[src/rtl/bcr_pkg.sv]
// Shared definitions for the bridge configuration register controller.
// Assumes byte offsets within a 256-byte configuration space.
package bcr_pkg;
    localparam int CFG_FIRST = 8'h18;   // first stored byte
    localparam int CFG_NB    = 40;      // stored bytes, 0x18..0x3F

    typedef enum logic [1:0] {DK_NONE, DK_SET, DK_CLR} dis_kind_e;

    // Writable bit mask of a stored byte
    function automatic logic [7:0] byte_wmask(int off, bit io32, bit pref64);
        if (off >= 8'h18 && off <= 8'h1B) return 8'hFF;
        if (off == 8'h1C || off == 8'h1D) return 8'hF0;
        if (off == 8'h20 || off == 8'h22 || off == 8'h24 || off == 8'h26) return 8'hF0;
        if (off == 8'h21 || off == 8'h23 || off == 8'h25 || off == 8'h27) return 8'hFF;
        if (off >= 8'h28 && off <= 8'h2F) return pref64 ? 8'hFF : 8'h00;
        if (off >= 8'h30 && off <= 8'h33) return io32 ? 8'hFF : 8'h00;
        if (off == 8'h3E) return 8'hFF;
        if (off == 8'h3F) return 8'h0F;
        return 8'h00;
    endfunction

    // Fixed read-only bits of a stored byte
    function automatic logic [7:0] byte_roval(int off, bit io32, bit pref64);
        if (off == 8'h1C || off == 8'h1D) return io32 ? 8'h01 : 8'h00;
        if (off == 8'h24 || off == 8'h26) return pref64 ? 8'h01 : 8'h00;
        if (off == 8'h1E) return 8'hA0;
        return 8'h00;
    endfunction

    // Action of the disable-forwarding command on a stored byte
    function automatic dis_kind_e byte_dkind(int off);
        if (off == 8'h1C || off == 8'h20 || off == 8'h21 ||
            off == 8'h24 || off == 8'h25) return DK_SET;
        if (off == 8'h1D || off == 8'h22 || off == 8'h23 ||
            off == 8'h26 || off == 8'h27) return DK_CLR;
        if (off >= 8'h28 && off <= 8'h2F) return DK_CLR;
        return DK_NONE;
    endfunction

    // True when a written byte affects forwarding windows
    function automatic logic fwd_byte(logic [7:0] off);
        return (off == 8'h04) || (off == 8'h05) || (off == 8'h1C) ||
               (off == 8'h1D) || (off >= 8'h20 && off <= 8'h33) ||
               (off == 8'h3E) || (off == 8'h3F);
    endfunction
endpackage

[src/rtl/bcr_byte_cell.sv]
// One configuration byte: writable bits, fixed bits, disable action.
// Assumes we and wd are already decoded for this byte.
module bcr_byte_cell
    import bcr_pkg::*;
#(
    parameter logic [7:0] WMASK = 8'hFF,
    parameter logic [7:0] ROVAL = 8'h00,
    parameter dis_kind_e  DKIND = DK_NONE
) (
    input  logic       clk,
    input  logic       rst_n,
    input  logic       we,
    input  logic [7:0] wd,
    input  logic       dis,
    output logic [7:0] rd
);
    logic [7:0] q;

    // Store writable bits; disable overrides a write on affected bytes
    always_ff @(posedge clk) begin
        if (!rst_n) begin
            q <= 8'h00;
        end else if (dis && DKIND == DK_SET) begin
            q <= WMASK;
        end else if (dis && DKIND == DK_CLR) begin
            q <= 8'h00;
        end else if (we) begin
            q <= wd & WMASK;
        end
    end

    // Merge stored bits with fixed ones
    assign rd = (q & WMASK) | ROVAL;
endmodule

[src/rtl/bcr_regfile.sv]
// Stored bridge header bytes 0x18..0x3F with per-byte write decode.
// Assumes cfg_addr is a dword index and cfg_be a lane mask.
module bcr_regfile
    import bcr_pkg::*;
#(
    parameter int ADDR_W  = 6,
    parameter bit IO_32   = 1'b1,
    parameter bit PREF_64 = 1'b1
) (
    input  logic                  clk,
    input  logic                  rst_n,
    input  logic                  cfg_wr,
    input  logic [ADDR_W-1:0]     cfg_addr,
    input  logic [3:0]            cfg_be,
    input  logic [31:0]           cfg_wdata,
    input  logic                  fwd_disable,
    output logic [CFG_NB*8-1:0]   cfg_bytes
);
    for (genvar i = 0; i < CFG_NB; i++) begin : g_byte
        localparam int OFF  = CFG_FIRST + i;
        localparam int LANE = OFF % 4;
        localparam int DW   = OFF / 4;
        logic we;

        // Byte write enable: address match and lane enabled
        assign we = cfg_wr && (cfg_addr == ADDR_W'(DW)) && cfg_be[LANE];

        bcr_byte_cell #(
            .WMASK(byte_wmask(OFF, IO_32, PREF_64)),
            .ROVAL(byte_roval(OFF, IO_32, PREF_64)),
            .DKIND(byte_dkind(OFF))
        ) u_cell (
            .clk  (clk),
            .rst_n(rst_n),
            .we   (we),
            .wd   (cfg_wdata[LANE*8 +: 8]),
            .dis  (fwd_disable),
            .rd   (cfg_bytes[i*8 +: 8])
        );
    end
endmodule

[src/rtl/bcr_event_gen.sv]
// Registered side-effect pulses: remap strobe and secondary bus reset.
// Assumes ctl_cur is the stored bus-reset bit before the write lands.
module bcr_event_gen (
    input  logic clk,
    input  logic rst_n,
    input  logic remap_req,
    input  logic ctl_we,
    input  logic ctl_new,
    input  logic ctl_cur,
    output logic remap_pulse,
    output logic sec_rst_pulse
);
    // Register both pulses one cycle after the triggering write
    always_ff @(posedge clk) begin
        if (!rst_n) begin
            remap_pulse   <= 1'b0;
            sec_rst_pulse <= 1'b0;
        end else begin
            remap_pulse   <= remap_req;
            sec_rst_pulse <= ctl_we && ctl_new && !ctl_cur;
        end
    end

    // A reset pulse cannot repeat: the bit must fall before it can rise again
    assert_rst_single_R6: assert property (@(posedge clk) disable iff (!rst_n)
        sec_rst_pulse |=> !sec_rst_pulse);
endmodule

[src/rtl/bridge_cfg_regs.sv]
// Bridge configuration register controller top.
// Holds the bridge header fields, decodes the forwarding windows and
// issues remap and secondary bus reset pulses on writes.
// Assumes ADDR_W >= 6 and single-cycle write requests.
module bridge_cfg_regs
    import bcr_pkg::*;
#(
    parameter int ADDR_W   = 6,
    parameter bit IO_32    = 1'b1,
    parameter bit PREF_64  = 1'b1,
    parameter bit MULTI_FN = 1'b0
) (
    input  logic              clk,
    input  logic              rst_n,
    input  logic              cfg_wr,
    input  logic [ADDR_W-1:0] cfg_addr,
    input  logic [3:0]        cfg_be,
    input  logic [31:0]       cfg_wdata,
    output logic [31:0]       cfg_rdata,
    input  logic              fwd_disable,
    output logic              remap_pulse,
    output logic              sec_bus_reset,
    output logic [7:0]        bus_pri,
    output logic [7:0]        bus_sec,
    output logic [7:0]        bus_sub,
    output logic [31:0]       io_win_base,
    output logic [31:0]       io_win_limit,
    output logic [31:0]       mem_win_base,
    output logic [31:0]       mem_win_limit,
    output logic [63:0]       pref_win_base,
    output logic [63:0]       pref_win_limit,
    output logic [15:0]       bridge_ctl
);
    localparam int FIRST_DW = CFG_FIRST / 4;
    localparam int NUM_DW   = CFG_NB / 4;
    localparam int BYTE_AW  = ADDR_W + 2;
    localparam int CTL_DW   = 8'h3E / 4;
    localparam int CTL_LANE = 8'h3E % 4;
    localparam logic [31:0] STATUS_DW = 32'h00A0_0000;
    localparam logic [31:0] HDR_DW    = {8'h00, MULTI_FN, 7'h01, 16'h0000};

    logic [CFG_NB*8-1:0] cfg_bytes;
    logic [3:0]          lane_fwd;
    logic                remap_req;
    logic                ctl_we;

    // Byte accessor for the stored header
    function automatic logic [7:0] hb(logic [CFG_NB*8-1:0] v, int off);
        return v[(off - CFG_FIRST)*8 +: 8];
    endfunction

    bcr_regfile #(.ADDR_W(ADDR_W), .IO_32(IO_32), .PREF_64(PREF_64)) u_regs (
        .clk        (clk),
        .rst_n      (rst_n),
        .cfg_wr     (cfg_wr),
        .cfg_addr   (cfg_addr),
        .cfg_be     (cfg_be),
        .cfg_wdata  (cfg_wdata),
        .fwd_disable(fwd_disable),
        .cfg_bytes  (cfg_bytes)
    );

    // Per-lane flag: enabled byte lies in a forwarding-relevant range
    for (genvar l = 0; l < 4; l++) begin : g_lane
        logic [BYTE_AW-1:0] baddr;
        assign baddr       = {cfg_addr, 2'(l)};
        assign lane_fwd[l] = cfg_be[l] && fwd_byte(8'(baddr));
    end

    // Remap request from relevant write or disable command
    assign remap_req = (cfg_wr && |lane_fwd) || fwd_disable;
    // Bridge-control low byte is being written
    assign ctl_we    = cfg_wr && (cfg_addr == ADDR_W'(CTL_DW)) && cfg_be[CTL_LANE];

    bcr_event_gen u_evt (
        .clk          (clk),
        .rst_n        (rst_n),
        .remap_req    (remap_req),
        .ctl_we       (ctl_we),
        .ctl_new      (cfg_wdata[CTL_LANE*8 + 6]),
        .ctl_cur      (bridge_ctl[6]),
        .remap_pulse  (remap_pulse),
        .sec_rst_pulse(sec_bus_reset)
    );

    // Read mux over stored dwords and fixed header words
    always_comb begin
        cfg_rdata = 32'h0;
        if (cfg_addr == ADDR_W'(1)) cfg_rdata = STATUS_DW;
        if (cfg_addr == ADDR_W'(3)) cfg_rdata = HDR_DW;
        for (int d = 0; d < NUM_DW; d++) begin
            if (cfg_addr == ADDR_W'(FIRST_DW + d)) cfg_rdata = cfg_bytes[d*32 +: 32];
        end
    end

    // Bus numbers and control presented to neighbours
    assign bus_pri    = hb(cfg_bytes, 8'h18);
    assign bus_sec    = hb(cfg_bytes, 8'h19);
    assign bus_sub    = hb(cfg_bytes, 8'h1A);
    assign bridge_ctl = {hb(cfg_bytes, 8'h3F), hb(cfg_bytes, 8'h3E)};

    // Window decode: base fills low bits with zeros, limit with ones
    assign io_win_base    = {hb(cfg_bytes, 8'h31), hb(cfg_bytes, 8'h30),
                             hb(cfg_bytes, 8'h1C)[7:4], 12'h000};
    assign io_win_limit   = {hb(cfg_bytes, 8'h33), hb(cfg_bytes, 8'h32),
                             hb(cfg_bytes, 8'h1D)[7:4], 12'hFFF};
    assign mem_win_base   = {hb(cfg_bytes, 8'h21), hb(cfg_bytes, 8'h20)[7:4], 20'h00000};
    assign mem_win_limit  = {hb(cfg_bytes, 8'h23), hb(cfg_bytes, 8'h22)[7:4], 20'hFFFFF};
    assign pref_win_base  = {hb(cfg_bytes, 8'h2B), hb(cfg_bytes, 8'h2A),
                             hb(cfg_bytes, 8'h29), hb(cfg_bytes, 8'h28),
                             hb(cfg_bytes, 8'h25), hb(cfg_bytes, 8'h24)[7:4], 20'h00000};
    assign pref_win_limit = {hb(cfg_bytes, 8'h2F), hb(cfg_bytes, 8'h2E),
                             hb(cfg_bytes, 8'h2D), hb(cfg_bytes, 8'h2C),
                             hb(cfg_bytes, 8'h27), hb(cfg_bytes, 8'h26)[7:4], 20'hFFFFF};

    // After a disable command every window is empty
    assert_dis_empty_R7: assert property (@(posedge clk) disable iff (!rst_n)
        fwd_disable |=> (mem_win_limit < mem_win_base) &&
                        (pref_win_limit < pref_win_base) &&
                        (io_win_limit[15:0] < io_win_base[15:0]));

    // A reset pulse leaves the bus-reset bit set
    assert_rst_bit_R6: assert property (@(posedge clk) disable iff (!rst_n)
        sec_bus_reset |-> bridge_ctl[6]);

    // A remap strobe always follows a write or disable request
    assert_remap_src_R5: assert property (@(posedge clk) disable iff (!rst_n)
        remap_pulse |-> $past(cfg_wr || fwd_disable));

    // Memory window decode relation
    assert_mem_fill_R4: assert property (@(posedge clk) disable iff (!rst_n)
        (mem_win_base[19:0] == 20'h0) && (mem_win_limit[19:0] == 20'hFFFFF));
endmodule

[config.mk]
export PLATFORM = sky130hd
export DESIGN_NAME = bridge_cfg_regs
export DESIGN_NICKNAME = d
export VERILOG_FILES = /design/src/rtl/bcr_pkg.sv /design/src/rtl/bcr_byte_cell.sv /design/src/rtl/bcr_regfile.sv /design/src/rtl/bcr_event_gen.sv /design/src/rtl/bridge_cfg_regs.sv
export SDC_FILE = /design/constraint.sdc
export NUM_CORES = 1
export LEC_CHECK = 0
export BUFFER_PORTS_ARGS = -buffer_cell sky130_fd_sc_hd__buf_4
export CAP_MARGIN = 20
export CORE_ASPECT_RATIO = 0.9
export CORE_MARGIN = 2
export CORE_UTILIZATION = 47
export DETAILED_ROUTE_END_ITERATION = 8
export GPL_TIMING_DRIVEN = 0
export PLACE_DENSITY = 0.74
export SLEW_MARGIN = 20
export SYNTH_ARGS = -nofsm -noshare
export SYNTH_HDL_FRONTEND = slang
export SYNTH_SLANG_ARGS = --single-unit
export TNS_END_PERCENT = 10
[constraint.sdc]
create_clock -name clk -period 2.6 [get_ports clk]
set_input_delay 0.52 -clock clk [delete_from_list [all_inputs] [get_ports clk]]
set_output_delay 0.52 -clock clk [all_outputs]
set_load 0.01 [all_outputs]
==> impl_metrics.toml <==
[run_status]
status = "finished with violations"
violations = "setup timing"

[timing]
setup_tns_ps = -5580
max_freq_ghz = 0.345
drv_slew = 0
max_slew_margin_pct = 25.5
fin_skew_ps = 0.0345
hold_viol = 0
setup_viol = 32
grt_setup_unrepaired = "yes"
worst_pin_slew_ps = 1110
setup_ws_ps = -297
period_share_pct = 111
fin_crit_ps = 2900

[layout]
final_cells = 2047
diodes = 0
syn2layout_area_growth_pct = 37.7
num-nets-final = 1772
final_area_um2 = 15700
drive_above_1_share_pct = 43.8
final_util_pct = 65.3

[routing]
wl_per_cell_um = 20.9
drc = 0
dr.pass1.iters = 6
wl_um = 42800
initialDrtViolationCount = 1365
via_count = 11026
vias_per_cell = 5.39
antenna_left = 0

[placement]
hpwl_um = 30200
placedCellCount = 1983
portBuffers = 265
placed_cell_area_um2 = 14200
pre_cts_ws_ps = -1250
gp_congestion = 0.921

[yosys]
yosysSeqAreaShare_pct = 34.7
synth_area_leaders = "dfxtp_1 35%, buf_4 20%, mux2i_1 9.0%"
synth_top_family_by_area = "buffers and inverters"
syn_avg_cell_area_um2 = 8.75
synth-simple-area-share_pct = 14.5
yosys.area_share.adder_pct = 0
yosysTopAreaCellShare_pct = 34.7
synth_common_cells = "297 x buf_4, 198 x dfxtp_1, 103 x mux2i_1"
ys_ff_latch = 198
ys.flop_type = "dfxtp_1"
syn_inst = 1304
syn-cell-area_um2 = 11400
synth.most_common_cell = "buf_4"
synth_xor_xnor_area_share_pct = 0.0767
yosys.area.top_type = "dfxtp_1"
ys_types = 52
synth_mux_area_share_pct = 11.8
async_flop_share_pct = 0
synth_compound_area_share_pct = 16.5
synth_edf_count = 0
yosys_warnings = 0

[clock_network]
cts_max_level = 4
cts_made_buffers = 17
cts_tree = "built"
path_clk_slew_ps = 70
ctsHoldBuffers = 0
cts_root_buf = "clkbuf_16"
numClockSinks = 198
clk_latency_ps = 450
cts_buffer_depth = 2

[power_and_ir_drop]
power_density_nw_per_um2 = 430
power_frac_clock_pct = 41.0
total_leakage_power_nw = 7.25
p_seq_share_pct = 45.9
p_sw_mw = 1.83
p_sw_share_pct = 27.0
p_comb_share_pct = 13.2
p_int_mw = 4.93
ir_drop_mv = 0.337

[grt]
gr-usage-met2_pct = 50.2
met3_usage_pct = 6.98
grt_max_degree = 19
grt_overflow = 0
antenna_found_initial = 1
grt_pass1_vias = 10225
grt_busiest_layer = "met2"
grt_use_total_pct = 31.6
grt_pass1_wl_um = 61400
grt_util_met1_pct = 42.2

[run]
maxCapViolations = 0

[critical_path]
crit_chain = "buf_6 -> or4b_4 -> buf_12 -> nor2_4 -> buf_6 -> mux2i_2 -> a32oi_2 -> buf_4"
path_common_cell = "buf_6"
arrival_ps = 2380
critPathSlowestCell = "or4b_4"
slowest_delay_ps = 560
cp.required_ps = 2080
start_kind = "input pin"
crit_type = "in2out"
crit_path_max_fanout = 10
end_kind = "output port"

[die]
die_area_um2 = 25600
core_um2 = 24100
die_h_um = 152
start_util_pct = 47.5
die_w_um = 168
ios = 376
rows = 54

[hold_path]
hold_path.class = "in2reg"
==> area by class of cell <==
class                      count  area (um2)
tap                          308         385
multi-input combinational    833        5640
clock inverter                14         169
sequential                   198        3960
timing repair buffer         300        2370
fill                        2107        8340
inverter                       4        15.0
buffer                       372        2730
clock buffer                  18         439
==> registers in the layout, summed over array words and instances, names as in the netlist <==
register / cells
u_regs.g_byte.u_cell.rd: 168
u_evt.remap_pulse: 1
u_regs.g_byte.u_cell.q: 28
u_evt.sec_rst_pulse: 1
==> power by group through the flow <==
stage / clock network (mW) / registers (mW) / logic, mW
6_report: 2.77 / 3.10 / 0.889
5_1_grt: 2.88 / 3.10 / 0.927
4_1_cts: 2.75 / 3.10 / 0.834
3_5_place_dp: 0 / 3.17 / 0.793
3_3_place_gp: 0 / 3.17 / 0.784
2_1_floorplan: 0 / 3.16 / 0.499
==> worst max-delay path: cells and delay by family <==
kind | cells | cell delay [ps]
simple gates | 2 | 680
compound gates | 1 | 180
mux | 1 | 350
buf+inv | 4 | 640
==> repair_timing <==
item / 4_1_cts / 5_1_grt
setup endpoints to repair: 64 / 32
pin swaps: 14 / 18
gates resized for setup: 135 / 41
gates cloned: 0 / 1
buffers inserted: 22 / 12
==> stage by stage <==
step | power [mW] | hold WS, ps
floorplan | 3.66 | 464
global placement | 3.95 | 478
detailed placement | 3.96 | 479
CTS | 6.68 | 343
global route | 6.92 | 353
finish | 6.76 | 349
==> per-layer routing <==
layer  up-vias  routed length (um)
li1       4989                   -
met1      5223               17000
met2       700               19500
met3       112                4870
met4         2                1460
met5         -                  26
==> path summary, 6_finish.rpt <==
kind                                                      from                        endpoint  slack (ps)  cells past startpoint
worst max register to register    u_regs.g_byte[8].u_cell.q[5]    u_regs.g_byte[8].u_cell.q[5]        1690                      2
worst min register to register  u_regs.g_byte[16].u_cell.rd[0]  u_regs.g_byte[16].u_cell.rd[0]         490                      2
worst min-delay path                              cfg_wdata[1]  u_regs.g_byte[16].u_cell.rd[1]         350                      3
worst max-delay path                               cfg_addr[2]                    cfg_rdata[8]        -300                      8
==> logic make-up after synthesis <==
kind of cell / after synthesis
other: 2
AND/OR/NAND/NOR: 297
XOR/XNOR: 1
flip-flops: 198
AO/OA/AOI/OAI: 296
multiplexers: 131
buffers and inverters: 379
==> placed cells by master, fill, tap and decap left out, drive strengths merged, types with 2 or more instances in the layout <==
cell type	count
buf	612
dfxtp	198
conb	108
mux2i	103
nand2	93
o21ai	88
a21oi	82
nor2b	79
clkbuf	78
nor2	48
mux2	28
o21a	28
nor3	26
a22oi	19
and3	17
a222oi	13
a221oi	13
a2111oi	9
o221ai	9
inv	8
nand3	7
a21o	7
o41ai	7
o211ai	6
o22ai	6
clkinv	6
nand2b	5
nand3b	4
nand4	4
a211oi	3
or2	3
or4b	3
o31ai	3
bufinv	2
clkinvlp	2
nand4bb	2
Power figures use the tool's default switching activity.
